==> src/rtl/dacsel_pkg.sv <==
package dacsel_pkg;

  // Strobes passed from control to datapath
  typedef struct packed {
    logic selB;       // committed external choice
    logic loopOn;     // committed loopback
    logic forceZero;  // zero the samples
  } dacsel_ctl_t;

  typedef enum logic [1:0] {
    Z_PASS = 2'd0,
    Z_WAIT = 2'd1,
    Z_HOLD = 2'd2
  } zero_state_e;

endpackage

==> src/rtl/dacsel_ctrl.sv <==
module dacsel_ctrl
  import dacsel_pkg::*;
#(
  parameter int FmtW = 2
) (
  input  logic            clk,
  input  logic            rstN,
  input  logic            srcSelB,
  input  logic            loopEn,
  input  logic [FmtW-1:0] dacFmtIn,
  input  logic            adcFmtIn,
  input  logic            clkChange,
  input  logic            frameTick,
  output dacsel_ctl_t     ctl,
  output logic [FmtW-1:0] dacFmtEff,
  output logic            sdoutFmt
);

  logic        selReg;
  logic        loopReg;
  zero_state_e zState;
  zero_state_e zNext;

  // Commit selection only on frame boundaries
  always_ff @(posedge clk) begin
    if (!rstN) begin
      selReg  <= 1'b0;
      loopReg <= 1'b0;
    end else if (frameTick) begin
      selReg  <= srcSelB;
      loopReg <= loopEn;
    end
  end

  // Format: track request unless loopback holds it back
  always_ff @(posedge clk) begin
    if (!rstN) begin
      dacFmtEff <= '0;
      sdoutFmt  <= 1'b0;
    end else begin
      sdoutFmt <= adcFmtIn;
      if (!loopReg) dacFmtEff <= dacFmtIn;
    end
  end

  // Zero-forcing sequencer
  always_comb begin
    zNext = zState;
    unique case (zState)
      Z_PASS: if (clkChange) zNext = Z_WAIT;
      Z_WAIT: if (!clkChange && frameTick) zNext = Z_HOLD;
      Z_HOLD: begin
        if (clkChange)      zNext = Z_WAIT;
        else if (frameTick) zNext = Z_PASS;
      end
      default: zNext = Z_WAIT;
    endcase
  end

  always_ff @(posedge clk) begin
    if (!rstN) zState <= Z_PASS;
    else       zState <= zNext;
  end

  always_comb begin
    ctl.selB      = selReg;
    ctl.loopOn    = loopReg;
    ctl.forceZero = clkChange || (zState != Z_PASS);
  end

  // committed settings move only at frame ticks
  p_sel_frame_r4: assert property (@(posedge clk) disable iff (!rstN)
    !frameTick |=> $stable(selReg) && $stable(loopReg));

  // format frozen while loopback committed
  p_fmt_hold_r6: assert property (@(posedge clk) disable iff (!rstN)
    loopReg |=> $stable(dacFmtEff));

  // format follows request otherwise
  p_fmt_track_r5: assert property (@(posedge clk) disable iff (!rstN)
    !loopReg |=> dacFmtEff == $past(dacFmtIn));

  // release of clkChange does not end zeroing at once
  p_release_r10: assert property (@(posedge clk) disable iff (!rstN)
    $fell(clkChange) |-> ctl.forceZero);

  // serial output format follows ADC bit
  p_sdout_r8: assert property (@(posedge clk) disable iff (!rstN)
    1'b1 |=> sdoutFmt == $past(adcFmtIn));

endmodule

==> src/rtl/dacsel_path.sv <==
module dacsel_path
  import dacsel_pkg::*;
#(
  parameter int SampleW = 24
) (
  input  logic               clk,
  input  logic               rstN,
  input  dacsel_ctl_t        ctl,
  input  logic               aValid,
  input  logic [SampleW-1:0] aLeft,
  input  logic [SampleW-1:0] aRight,
  input  logic               bValid,
  input  logic [SampleW-1:0] bLeft,
  input  logic [SampleW-1:0] bRight,
  input  logic               adcValid,
  input  logic [SampleW-1:0] adcLeft,
  input  logic [SampleW-1:0] adcRight,
  output logic               dacValid,
  output logic [SampleW-1:0] dacLeft,
  output logic [SampleW-1:0] dacRight
);

  localparam int PairW = 2 * SampleW;

  logic             extValid;
  logic [PairW-1:0] extPair;
  logic             selValid;
  logic [PairW-1:0] selPair;

  always_comb begin
    extValid = ctl.selB ? bValid : aValid;
    extPair  = ctl.selB ? {bLeft, bRight} : {aLeft, aRight};
    selValid = ctl.loopOn ? adcValid : extValid;
    selPair  = ctl.loopOn ? {adcLeft, adcRight} : extPair;
  end

  always_ff @(posedge clk) begin
    if (!rstN) begin
      dacValid <= 1'b0;
      dacLeft  <= '0;
      dacRight <= '0;
    end else begin
      dacValid <= selValid;
      if (selValid) begin
        if (ctl.forceZero) begin
          dacLeft  <= '0;
          dacRight <= '0;
        end else begin
          dacLeft  <= selPair[PairW-1:SampleW];
          dacRight <= selPair[SampleW-1:0];
        end
      end
    end
  end

  // zeroed pairs while forcing is requested
  p_zero_out_r9: assert property (@(posedge clk) disable iff (!rstN)
    ctl.forceZero && selValid |=> dacLeft == '0 && dacRight == '0);

  // strobe follows chosen source by one cycle
  p_valid_r11: assert property (@(posedge clk) disable iff (!rstN)
    selValid |=> dacValid);

  // loopback pair reaches output
  p_loop_r3: assert property (@(posedge clk) disable iff (!rstN)
    ctl.loopOn && adcValid && !ctl.forceZero |=> dacLeft == $past(adcLeft));

endmodule

==> src/rtl/dac_source_select.sv <==
module dac_source_select
  import dacsel_pkg::*;
#(
  parameter int SampleW = 24,
  parameter int FmtW    = 2
) (
  input  logic               clk,
  input  logic               rstN,
  input  logic               srcSelB,
  input  logic               loopEn,
  input  logic [FmtW-1:0]    dacFmtIn,
  input  logic               adcFmtIn,
  input  logic               clkChange,
  input  logic               frameTick,
  input  logic               aValid,
  input  logic [SampleW-1:0] aLeft,
  input  logic [SampleW-1:0] aRight,
  input  logic               bValid,
  input  logic [SampleW-1:0] bLeft,
  input  logic [SampleW-1:0] bRight,
  input  logic               adcValid,
  input  logic [SampleW-1:0] adcLeft,
  input  logic [SampleW-1:0] adcRight,
  output logic               dacValid,
  output logic [SampleW-1:0] dacLeft,
  output logic [SampleW-1:0] dacRight,
  output logic [FmtW-1:0]    dacFmtEff,
  output logic               sdoutFmt,
  output logic               zeroActive
);

  dacsel_ctl_t ctl;

  dacsel_ctrl #(.FmtW(FmtW)) u_ctrl (
    .clk       (clk),
    .rstN      (rstN),
    .srcSelB   (srcSelB),
    .loopEn    (loopEn),
    .dacFmtIn  (dacFmtIn),
    .adcFmtIn  (adcFmtIn),
    .clkChange (clkChange),
    .frameTick (frameTick),
    .ctl       (ctl),
    .dacFmtEff (dacFmtEff),
    .sdoutFmt  (sdoutFmt)
  );

  dacsel_path #(.SampleW(SampleW)) u_path (
    .clk      (clk),
    .rstN     (rstN),
    .ctl      (ctl),
    .aValid   (aValid),
    .aLeft    (aLeft),
    .aRight   (aRight),
    .bValid   (bValid),
    .bLeft    (bLeft),
    .bRight   (bRight),
    .adcValid (adcValid),
    .adcLeft  (adcLeft),
    .adcRight (adcRight),
    .dacValid (dacValid),
    .dacLeft  (dacLeft),
    .dacRight (dacRight)
  );

  assign zeroActive = ctl.forceZero;

endmodule

==> config.mk <==
export PLATFORM = sky130hd
export DESIGN_NAME = dac_source_select
export DESIGN_NICKNAME = d
export VERILOG_FILES = /design/src/rtl/dacsel_pkg.sv /design/src/rtl/dacsel_ctrl.sv /design/src/rtl/dacsel_path.sv /design/src/rtl/dac_source_select.sv
export SDC_FILE = /design/constraint.sdc
export NUM_CORES = 1
export LEC_CHECK = 0
export CORE_AREA = 2 2 98 100
export DETAILED_ROUTE_END_ITERATION = 16
export DIE_AREA = 0 0 100 102
export PLACE_DENSITY = 0.8
export SLEW_MARGIN = 20
export SYNTH_ARGS = -nofsm -noshare
export SYNTH_HDL_FRONTEND = slang
export SYNTH_SLANG_ARGS = --single-unit
==> constraint.sdc <==
create_clock -name clk -period 1.8 [get_ports clk]
set_clock_uncertainty 0.1 [all_clocks]
set_input_delay 0.36 -clock clk [delete_from_list [all_inputs] [get_ports clk]]
set_output_delay 0.36 -clock clk [all_outputs]
set_load 0.01 [all_outputs]
Word-level counts from Yosys, hierarchy flattened
Cells that the tools add are included.
- register bits after elaboration: 56
- latch bits: 0
- memory bits (writable): 0
- bits in read-only memories: 0
- input bits: 156
- memories kept: 0
- add/subtract/negate cells: 0
- $mul: 0
- divide/modulo/power cells: 0
- order comparisons: 0
- equal/unequal tests: 5
- shifts and indexed selects: 0
- mux-type cells: 11
- bitwise gates (word level): 0
- reduce and logical (&&, ||, !) cells: 6
- operators by type and width (operator ; count):
    2-to-1 mux 48 bit ; 2
    2-to-1 mux 24 bit ; 2
    2-to-1 mux 2 bit ; 4
    one-hot mux 2 bit (3 select lines) ; 1
    inequality test 3 bit (second input constant) ; 1
    AND reduction 3 bit ; 1
    equality test 2 x 1 -> 1 bit (second input constant) ; 1
    equality test 2 bit (second input constant) ; 1
    zero test 2 bit ; 1
    2-to-1 mux 1 bit ; 2
    inequality test 2 x 1 -> 1 bit (second input constant) ; 1
    inequality test 2 bit (second input constant) ; 1
    nonzero test 2 bit ; 1
    logical AND 1 bit ; 1
    zero test 1 bit ; 1
    logical OR 1 bit ; 1

Longest topological paths before layout
Gate-level depths: netlist (run 1).
- word-level depth: 4
- depth in mapped cells: 6

Hierarchy
Synthesis (run 1) repeated with hierarchy kept, for this count alone.
- cell total of the unflattened synthesis: 349
- area, all modules: 3316.9 sq um
- modules (own cells, without submodules) (module ; times used ; cells an instance ; area an instance (sq um) ; sequential area each (sq um)):
    dacsel_path ; 1 ; 324 ; 3037.9 ; 980.9
    dacsel_ctrl ; 1 ; 25 ; 279.0 ; 140.1

Least setup slack after synthesis (run 1)
OpenSTA, ideal clock, no wires.
- path kind: register to register
- start point: register u_ctrl.selReg
- end point: register u_path.dacLeft[10]
- library setup time: 0.123 ns
- data arrival time: 1.394 ns
- required time: 1.577 ns
- setup slack: 0.183 ns
- cell stages (with the launch flop): 7
- period minus slack after synthesis: 1.617 ns
- cells stage by stage: dfxtp_1 -> buf_2 -> buf_2 -> buf_2 -> mux2_2 -> o211ai_1 -> mux2i_1
- word-level cells in the longest chain between the ends: 3
- elaborated cells on any way between the ends: 5
- classes of those cells: mux (5)
- ends and longest elaborated chain (element ; line ; source):
    start: declaration ; dacsel_ctrl.sv:19 ; logic selReg;
    start signal: assignment ; dacsel_ctrl.sv:30 ; selReg <= srcSelB;
    2-to-1 mux 48 bit ; dacsel_path.sv:32 ; extPair = ctl.selB ? {bLeft, bRight} : {aLeft, aRight};
    2-to-1 mux 48 bit ; dacsel_path.sv:34 ; selPair = ctl.loopOn ? {adcLeft, adcRight} : extPair;
    2-to-1 mux 24 bit ; dacsel_path.sv:45 ; if (ctl.forceZero) begin
    end signal: assignment ; dacsel_path.sv:49 ; dacLeft <= selPair[PairW-1:SampleW];
    end: declaration ; dacsel_path.sv:19 ; output logic [SampleW-1:0] dacLeft,
Parallel ways exist; a longest one is shown, timed or not.
A chain may end at the register's enable or synchronous reset.

Final worst setup path (run 1)
- start point: input port clkChange
- end point: output port zeroActive
- word-level cells in the longest chain between the ends: 1
- ends and longest elaborated chain (element ; line ; source):
    start: declaration ; dac_source_select.sv:13 ; input logic clkChange,
    logical OR 1 bit ; dacsel_ctrl.sv:68 ; ctl.forceZero = clkChange || (zState != Z_PASS);
    end: declaration ; dac_source_select.sv:29 ; output logic zeroActive
Every way passes these cells.

==> impl_metrics.toml, run 1 <==
[finish]
final_nets = 699
regArea_um2 = 1130
syn_to_final_growth_pct = 68.5
final_layout_size_suffix_gt1_frac = 0.134
diodes = 0
multiInputGateArea_um2 = 2040
postLayoutCellArea_um2 = 5590
fillers = 803
instances_no_fill = 655

[yosys]
synthAdderAreaFrac = 0
avgSynthCellArea_um2 = 9.48
synthCells = 350
yosys_warnings = 0
ys_seq_elements = 56
yosysSeqAreaShare = 0.338
syn_nets = 506
synthFlopType = "dfxtp_1"
synth-compound-area-share = 0.113
ys_async_sr_fraction = 0
synth_xor_area_frac = 0
muxShareOfSynthArea = 0.330
synth_edf_count = 0
synth_top_family_by_area = "multiplexers"
netlist_area_um2 = 3320
yosysTopAreaCell = "dfxtp_1"
synth_top_area_share = 0.338
synth.top_cells.by_area = "dfxtp_1 (34%), mux2_2 (17%), mux2i_1 (16%)"
synthSimpleGateAreaFrac = 0.170
synth_cell_types = 21

[setup_path]
rrSetupSlack_ps = 150
worstPathRequired_ps = 1340
critPathMaxStageDelay_ps = 420
timing.rr.end = "u_path.dacRight[5]$_SDFFE_PN0P_"
start_kind = "primary input"
r2r_cells = 4
arrival_ps = 1240
worstPathMaxFanout = 2
path_class = "in2out"
reg2reg_from = "u_ctrl.selReg$_SDFFE_PN0P_"
path_cells = "clkdlybuf4s50_1 > or3_1 > buf_2"
slowest_stage = "clkdlybuf4s50_1"
critPathBufInv = 2
crit_family = "buffers and inverters"
cp-end-kind = "output port"

[sta]
slew_headroom = 0.619
drv_slew = 0
fin_setup_tns_ps = 0
finalHoldViolations = 0
hold_slack_ps = 362
setup_viol_count_final = 0
period_minus_slack_ps = 1700
grt_setup_unrepaired = "false"
worstMarginPinSlew_ps = 571
fmax_mhz = 588
period_share = 0.944

[clock_network]
clkSlewWorstSetupHoldPaths_ps = 90
post_cts_buffers = 0
clk_latency_ps = 300
cts_buffers = 5
h-tree-depth = 2
root_buffer = "clkbuf_8"
cts_buffer_depth = 2
cts.sinks = 56
tritoncts = "built"
ctsHoldBuffers = 0

[drt]
drc = 0
drt_iter0_drc = 86
viasPerCell = 4.97
vias = 3256
dr.pass1.iters = 4
wl_per_cell_um = 15.0
routed_wl_mm = 9.83
ant_nets = 0

[power_and_ir_drop]
ir_drop_uv = 358
p_clk_frac = 0.243
p_total_uw = 3040
p_int_uw = 2280
combPwrFrac = 0.313
power_density_nw_per_um2 = 543
power.leakage_uw = 0.00201
seqPwrFrac = 0.444
p_switching_uw = 757
swShare = 0.249

[global_routing]
grtUsageTotal = 0.184
grt_pass1_vias = 3332
grt_pass1_wl_mm = 15.1
grt_antenna_before_repair = 0
grt_max_degree = 57
grt.overflow.total = 0

[place]
post-place-cells = 647
dpl_cell_area_um2 = 5490
hpwl_mm = 7.58
place_congestion = 0.777
port_buffers = 208

[run_status]
status = "finished clean"

[die]
die_area_um2 = 10200
die_h_um = 102
core_um2 = 9110
io_pins = 209
row_count = 35
die_w_um = 100
initial_core_util = 0.364

[min_path]
hold_class = "reg2reg"
hp-start = "u_path.dacLeft[15]$_SDFFE_PN0P_"
whs_endpoint = "u_path.dacLeft[15]$_SDFFE_PN0P_"
hold_depth = 2

[flow_run]
drv_cap = 0
[state kept, by name (all words and copies together) (netlist names)]
register and cells:
u_path.dacLeft 24, u_path.dacRight 24, u_ctrl.dacFmtEff 2, u_ctrl.zState 2, u_ctrl.loopReg 1, u_ctrl.sdoutFmt 1, u_ctrl.selReg 1, u_path.dacValid 1
[layout make-up]
class,count,area share
flip-flops and latches,56,0.201
clock buffers,8,0.0179
repair buffers,219,0.390
inverters,1,0.000672
multi-input cells,260,0.365
well taps,111,0.0248
[worst min-delay path, cell delays in order, from the launching register on]
cell	delay, ps
dfxtp_1	320
nand2_1	50
mux2i_1	50
[cell families after synthesis]
logic type	Yosys count
AO/OA/AOI/OAI	50
buffers and inverters	34
flip-flops	56
multiplexers	102
AND/OR/NAND/NOR	108
[cells in the final DEF (no fill, tap or decap), drive strengths merged]
master and n:
a21oi 1, a2bb2oi 1, and2 1, buf 13, clkbuf 8, clkdlybuf4s50 206
dfxtp 56, inv 1, mux2 49, mux2i 53, nand2 48, nand2b 49
nor2 1, nor2b 6, nor3b 1, nor4b 1, o211ai 48, or3 1
[cell usage after synthesis, drive strengths merged, types with 6 or more instances]
| cell | n |
|---|---|
| buf | 16 |
| clkbuf | 17 |
| dfxtp | 56 |
| mux2 | 49 |
| mux2i | 53 |
| nand2 | 48 |
| nand2b | 49 |
| nor2b | 6 |
| o211ai | 48 |
[worst max path at each step]
stage / from / end / depth (start not counted)
2_1_floorplan: u_ctrl.selReg$_SDFFE_PN0P_ / u_path.dacLeft[10]$_SDFFE_PN0P_ / 6
3_3_place_gp: clkChange / zeroActive / 3
3_5_place_dp: clkChange / zeroActive / 3
6_report: clkChange / zeroActive / 3
5_1_grt: u_ctrl.selReg$_SDFFE_PN0P_ / u_path.dacRight[8]$_SDFFE_PN0P_ / 4
4_1_cts: clkChange / zeroActive / 3
[power groups by stage]
stage | sequential [µW] | clock [µW] | combinational (µW)
6_report | 1350 | 737 | 951
5_1_grt | 1360 | 832 | 1020
4_1_cts | 1350 | 772 | 962
3_5_place_dp | 1380 | 0 | 958
3_3_place_gp | 1380 | 0 | 944
2_1_floorplan | 1390 | 0 | 407
[metrics by stage]
stage,utilization,worst slack [ps]
finish,0.614,100
global route,0.614,35.5
CTS,0.614,2.19
detailed placement,0.603,-245
global placement,0.603,-224
floorplan,-,183
[per-layer routing]
layer | up-vias | part of all wire | track usage
li1 | 1615 | - | -
met4 | 0 | 0.010 | 0.0411
met2 | 127 | 0.51 | 0.354
met3 | 8 | 0.090 | 0.0540
met1 | 1506 | 0.39 | 0.201
met5 | - | 0 | 0
[what timing repair did]
| action | CTS | global route |
|---|---|---|
| pin swaps | 0 | 0 |
| resized for setup | 3 | 1 |
| setup endpoints to repair | 1 | 1 |
No activity file was read; power rests on OpenSTA's default activity.
==> run 2, diff against run 1 <==
- CAP_MARGIN: not set -> 20
==> results of run 2 <==
Same layout as run 1: the final DEF is identical, and so are final timing and power.
